`src/rtl/clk_div_pkg.sv`:
```
package clk_div_pkg;
  localparam int DATA_W   = 8;
  localparam int ADDR_W   = 2;
  localparam int DIV_W    = 2;
  localparam int NUM_OUT  = 3;
  localparam int CFG_W    = DIV_W + 2;

  localparam logic [ADDR_W-1:0] A_OSC  = 2'd0;
  localparam logic [ADDR_W-1:0] A_CTL1 = 2'd1;
  localparam logic [ADDR_W-1:0] A_CTL2 = 2'd2;
  localparam logic [ADDR_W-1:0] A_CTL3 = 2'd3;

  typedef enum logic [2:0] {
    PRE_NONE = 3'd0,
    PRE_DEF  = 3'd1,
    PRE_16M  = 3'd2,
    PRE_12M  = 3'd3,
    PRE_8M   = 3'd4,
    PRE_1M   = 3'd5
  } preset_e;

  function automatic logic [DATA_W-1:0] reg_rst(input int idx);
    case (idx)
      0:       return 8'h60;
      1:       return 8'h87;
      3:       return 8'h05;
      default: return 8'h00;
    endcase
  endfunction
endpackage

```
`src/rtl/clk_div_regs.sv`:
```
module clk_div_regs
  import clk_div_pkg::*;
#(
  parameter int AW = ADDR_W,
  parameter int DW = DATA_W
) (
  input  logic          clk_i,
  input  logic          rst_ni,
  input  logic          wr_en_i,
  input  logic [AW-1:0] addr_i,
  input  logic [DW-1:0] wdata_i,
  output logic [DW-1:0] rdata_o,
  output logic [1:0]    main_sel_o,
  output logic [DIV_W-1:0] main_exp_o,
  output logic          sub_sel_o,
  output logic [DIV_W-1:0] sub_exp_o,
  output logic [DIV_W-1:0] aux_exp_o,
  output logic [3:0]    range_o,
  output logic [2:0]    step_o
);
  localparam int NREG = 1 << AW;

  logic [DW-1:0] reg_q [NREG];

  always_ff @(posedge clk_i or negedge rst_ni) begin
    if (!rst_ni) begin
      for (int i = 0; i < NREG; i++) reg_q[i] <= reg_rst(i);
    end else if (wr_en_i) begin
      reg_q[addr_i] <= wdata_i;
    end
  end

  assign rdata_o    = reg_q[addr_i];
  assign main_sel_o = reg_q[A_CTL2][7:6];
  assign main_exp_o = reg_q[A_CTL2][5:4];
  assign sub_sel_o  = reg_q[A_CTL2][3];
  assign sub_exp_o  = reg_q[A_CTL2][2:1];
  assign aux_exp_o  = reg_q[A_CTL1][5:4];
  assign range_o    = reg_q[A_CTL1][3:0];
  assign step_o     = reg_q[A_OSC][7:5];
endmodule

```
`src/rtl/clk_div_counter.sv`:
```
module clk_div_counter
  import clk_div_pkg::*;
#(
  parameter int EW = DIV_W,
  parameter int CW = CFG_W
) (
  input  logic          clk_i,
  input  logic          rst_ni,
  input  logic          tick_i,
  input  logic [EW-1:0] exp_i,
  input  logic [CW-1:0] cfg_i,
  output logic          en_o
);
  localparam int CNT_W = (1 << EW) - 1;

  logic [CNT_W-1:0] cnt_q;
  logic [CNT_W:0]   lim;
  logic [CW-1:0]    cfg_q;
  logic             restart, last, en_q;

  assign lim     = (CNT_W+1)'(1) << exp_i;
  assign last    = (cnt_q == CNT_W'(lim - 1'b1));
  assign restart = (cfg_i != cfg_q);

  always_ff @(posedge clk_i or negedge rst_ni) begin
    if (!rst_ni) begin
      cnt_q <= '0;
      cfg_q <= '0;
      en_q  <= 1'b0;
    end else begin
      cfg_q <= cfg_i;
      en_q  <= !restart && tick_i && last;
      if (restart)     cnt_q <= '0;
      else if (tick_i) cnt_q <= last ? '0 : cnt_q + 1'b1;
    end
  end

  assign en_o = en_q;
endmodule

```
`src/rtl/clk_div_preset_dec.sv`:
```
module clk_div_preset_dec
  import clk_div_pkg::*;
(
  input  logic [2:0] step_i,
  input  logic [3:0] range_i,
  output preset_e    preset_o
);
  always_comb begin
    preset_o = PRE_NONE;
    unique case (step_i)
      3'd3: if (range_i == 4'd7) preset_o = PRE_DEF;
      3'd4: begin
        if (range_i == 4'd15)      preset_o = PRE_16M;
        else if (range_i == 4'd14) preset_o = PRE_12M;
        else if (range_i == 4'd13) preset_o = PRE_8M;
      end
      3'd6: if (range_i == 4'd6) preset_o = PRE_1M;
      default: preset_o = PRE_NONE;
    endcase
  end
endmodule

```
`src/rtl/clk_src_div.sv`:
```
module clk_src_div
  import clk_div_pkg::*;
(
  input  logic              clk_i,
  input  logic              rst_ni,
  input  logic              fast_tick_i,
  input  logic              slow_tick_i,
  input  logic              wr_en_i,
  input  logic [ADDR_W-1:0] addr_i,
  input  logic [DATA_W-1:0] wdata_i,
  output logic [DATA_W-1:0] rdata_o,
  output logic              main_en_o,
  output logic              sub_en_o,
  output logic              aux_en_o,
  output logic [2:0]        preset_o
);
  logic [1:0]       main_sel;
  logic             sub_sel;
  logic [DIV_W-1:0] main_exp, sub_exp, aux_exp;
  logic [3:0]       range_sel;
  logic [2:0]       dco_step;
  preset_e          preset;

  logic             src_tick [NUM_OUT];
  logic [DIV_W-1:0] div_exp  [NUM_OUT];
  logic [CFG_W-1:0] div_cfg  [NUM_OUT];
  logic             en       [NUM_OUT];

  clk_div_regs u_regs (
    .clk_i, .rst_ni, .wr_en_i, .addr_i, .wdata_i, .rdata_o,
    .main_sel_o(main_sel), .main_exp_o(main_exp),
    .sub_sel_o(sub_sel),   .sub_exp_o(sub_exp),
    .aux_exp_o(aux_exp),   .range_o(range_sel), .step_o(dco_step)
  );

  // main: 10 selects the absent oscillator
  always_comb begin
    unique case (main_sel)
      2'b00, 2'b01: src_tick[0] = fast_tick_i;
      2'b11:        src_tick[0] = slow_tick_i;
      default:      src_tick[0] = 1'b0;
    endcase
  end
  assign src_tick[1] = sub_sel ? slow_tick_i : fast_tick_i;
  assign src_tick[2] = slow_tick_i;

  assign div_exp[0] = main_exp;
  assign div_exp[1] = sub_exp;
  assign div_exp[2] = aux_exp;
  assign div_cfg[0] = {main_sel, main_exp};
  assign div_cfg[1] = {1'b0, sub_sel, sub_exp};
  assign div_cfg[2] = {2'b00, aux_exp};

  for (genvar g = 0; g < NUM_OUT; g++) begin : g_div
    clk_div_counter u_cnt (
      .clk_i, .rst_ni,
      .tick_i(src_tick[g]), .exp_i(div_exp[g]), .cfg_i(div_cfg[g]),
      .en_o(en[g])
    );
  end

  assign main_en_o = en[0];
  assign sub_en_o  = en[1];
  assign aux_en_o  = en[2];

  clk_div_preset_dec u_dec (
    .step_i(dco_step), .range_i(range_sel), .preset_o(preset)
  );
  assign preset_o = preset;
endmodule

```
`config.mk`:
```
export PLATFORM = sky130hd
export DESIGN_NAME = clk_src_div
export DESIGN_NICKNAME = d
export VERILOG_FILES = /design/src/rtl/clk_div_pkg.sv /design/src/rtl/clk_div_regs.sv /design/src/rtl/clk_div_counter.sv /design/src/rtl/clk_div_preset_dec.sv /design/src/rtl/clk_src_div.sv
export SDC_FILE = /design/constraint.sdc
export NUM_CORES = 1
export LEC_CHECK = 0
export ABC_AREA = 0
export CAP_MARGIN = 15
export CORE_MARGIN = 2
export CORE_UTILIZATION = 50
export CTS_CLUSTER_SIZE = 10
export DETAILED_ROUTE_END_ITERATION = 8
export PLACE_DENSITY_LB_ADDON = 0.25
export SLEW_MARGIN = 20
export SYNTH_ARGS = -nofsm -noshare
export SYNTH_HDL_FRONTEND = slang
export SYNTH_SLANG_ARGS = --single-unit
```
`constraint.sdc`:
```
create_clock -name clk_i -period 2.45 [get_ports clk_i]
set_clock_uncertainty 0.2 [all_clocks]
set_input_delay 0.49 -clock clk_i [delete_from_list [all_inputs] [get_ports clk_i]]
set_output_delay 0.49 -clock clk_i [all_outputs]
set_load 0.01 [all_outputs]
```
==> metrics.csv <==
metric,value,unit
critical_path_class,in -> out,
viasPerCell,5.49,
rrSetupSlack,620,ps
synth_area_leader_cell,dfrtp_1,
yosys-top-cells-area,"dfrtp_1 44%, mux2_2 14%, dfstp_2 8.3%",
initial_core_util,52.7,%
yosysWarnings,0,
maxCapViolCount,0,
p_per_area,726,nW/um^2
synth_cell_type_count,36,
synthArstFlopShare,100,%
clk_path_buf_depth,2,
wire_per_inst,16.0,um
drtAntennaViolNets,0,
drc,0,
path_delay_family,buffers and inverters,
syn_nets,209,
crit_slowest_cell,mux4_2,
syn_area,2540,um^2
crit_buf_inv,3,
io_buffers,28,
tightest_slew,528,ps
area_delta_synth_final,26.5,%
crit_path_max_fanout,4,
cp_data_arrival_time,1710,ps
fin_nets,262,
period_needed,2400,ps
track_usage,19.9,%
io_pins,29,
slew_headroom,64.8,%
max_freq,0.417,GHz
status,completed,
gr-total-overflow,0,
min_path_type,reg -> reg,
synth-edff-count,0,
insertion_delay,300,ps
ir_drop,422,uV
place_inst,300,
setup_violations,0,
slowest_delay,480,ps
die_w,75.3,um
vias,1713,
drtPass1Iterations,4,
grt_pass1_wl,8360,um
final_cells,312,
fp.dieH,75.3,um
synth-seq-cells,53,
tns,0,ps
syn_avg_cell_area,13.3,um^2
drtIter0Drc,132,
power.leakage,1.34,nW
rsz0062_at_grt,no,
synth_top_area_share,44.3,%
grt_pass1_vias,1724,
drive_above_1_share,33.5,%
routed_wl,5000,um
dpl.hpwl,3640,um
cp-end-kind,primary output,
synth_cells,191,
coreArea,4820,um^2
finalMaxSlewViolations,0,
h-tree-depth,2,
grt_max_degree,32,
clkSinkCount,53,
cts.reportedPaths.clkPinSlew,100,ps
rows,25,
grt_antenna_before_repair,0,
fin_crit_sh,97.8,%
worst_setup_path_start_kind,primary input,
worstPathRequired,1760,ps
crit_chain,"clkdlybuf4s15_2, bufbuf_16, mux4_2, clkdlybuf4s15_1",
tritoncts,built,
diodes,0,
gp_congestion,0.807,
root_buffer,clkbuf_8,
synth_ff_type,dfrtp_1,
cts_buffers,5,
yosysSeqAreaShare,52.6,%
hold_viol_final,0,
floorplan.die_area,5670,um^2
## timing repair
| action | in CTS | in global routing |
|---|---|---|
| hold buffers | 1 | 0 |
| setup endpoints to repair | 11 | 4 |
| resized for setup | 21 | 4 |
| cloned | 1 | 0 |
| endpoints found under the hold margin | 19 | 0 |
| setup buffers | 2 | 0 |
## cells in the mapped netlist (2+ instances only)
| library cell | number |
|---|---|
| buf_4 | 2 |
| mux2_2 | 32 |
| a21o_1 | 2 |
| nor2_1 | 4 |
| o21ai_0 | 2 |
| nand3_1 | 5 |
| nand2_1 | 10 |
| or4_1 | 2 |
| a211oi_2 | 2 |
| a21oi_1 | 11 |
| inv_1 | 2 |
| nand3b_1 | 2 |
| mux4_2 | 6 |
| nand2b_1 | 5 |
| nor2b_1 | 5 |
| dfstp_2 | 8 |
| nand4b_1 | 5 |
| nor3_1 | 3 |
| dfrtp_1 | 45 |
| nor3b_1 | 3 |
| mux2i_1 | 2 |
| o211ai_1 | 4 |
| ha_1 | 3 |
| nand4_1 | 2 |
| and3_1 | 3 |
| mux4_1 | 2 |
| xnor2_1 | 10 |
## report_power, final
group	switching [mW]	total, mW	internal, mW
combinational	0.246	0.581	0.335
clock	0.282	0.614	0.332
sequential	0.102	1.13	1.03
total	0.630	2.33	1.70
## registers in the layout, indices dropped and copies added, names as in the netlist
signal             flops
g_div.u_cnt.cfg_q      9
u_regs.main_exp_o      2
g_div.u_cnt.en_o       3
u_regs.sub_sel_o       1
g_div.u_cnt.cnt_q      9
u_regs.main_sel_o      2
u_regs.step_o          3
u_regs.aux_exp_o       2
u_regs.reg_q          16
u_regs.range_o         4
u_regs.sub_exp_o       2
## per-stage QoR
stage	hold WS, ps	setup WS [ps]	util [%]	power, mW	area [um^2]
CTS	304	13.6	66.6	2.34	3210
global placement	281	-474	62.9	1.72	3030
floorplan	-5.59	489	-	1.48	2540
detailed placement	291	-454	62.9	1.74	3030
global route	328	0.456	66.7	2.46	3210
finish	302	54.6	66.7	2.33	3210
## area by class of cell
| cell class | instances | area (um^2) |
|---|---|---|
| well taps | 67 | 83.8 |
| repair buffers | 49 | 485 |
| clock buffers | 6 | 82.6 |
| clock inverters | 2 | 37.5 |
| multi-input cells | 133 | 1180 |
| flip-flops and latches | 53 | 1340 |
| fillers | 401 | 1610 |
| inverters | 2 | 7.51 |
## cells by family (layout without fill, tap and decap cells)
group           count (synthesis)  count (layout)  share of synthesized area [%]
simple gates                   54              54                           12.8
flops                          53              53                           52.6
mux                            42              42                           22.4
compound gates                 24              24                           6.21
xor+xnor                       10              10                           3.45
buf+inv                         5              59                           1.08
fa+ha+maj                       3               3                           1.48
## per-layer routing
| layer | track usage [%] | wire length (um) |
|---|---|---|
| met1 | 26.7 | 2340 |
| met2 | 33.6 | 2500 |
| met3 | 4.02 | 126 |
| met4 | 4.87 | 38 |
| met5 | 0 | 0 |
## final timing paths
path,from,to,cells after the start
max,addr_i[0],rdata_o[1],4
min,u_regs.main_exp_o[0],g_div[0].u_cnt.cfg_q[0],1
max reg2reg,u_regs.main_exp_o[1],g_div[0].u_cnt.cnt_q[0],5
min reg2reg,u_regs.main_exp_o[0],g_div[0].u_cnt.cfg_q[0],1
max in group asynchronous,rst_ni,u_regs.reg_q[23],3
min in group asynchronous,rst_ni,u_regs.reg_q[25],2
## placed cells by master, fill, tap and decap left out, drive strengths merged, types with 2 or more instances in the layout
master	count
nand2	10
mux4	8
a211oi	3
nand2b	5
clkdlybuf4s15	7
nand3	5
nor2b	5
nor3b	4
dlygate4sd2	6
nand4	2
and3	3
a21oi	11
mux2	32
dfrtp	45
xnor2	10
ha	3
nor2	4
mux2i	2
nand3b	2
buf	20
nor3	3
inv	2
nand4b	5
dfstp	8
clkdlybuf4s50	14
a21o	2
o211ai	4
or4	2
clkbuf	6
o21ai	2
(Power assumes the default switching activity.)
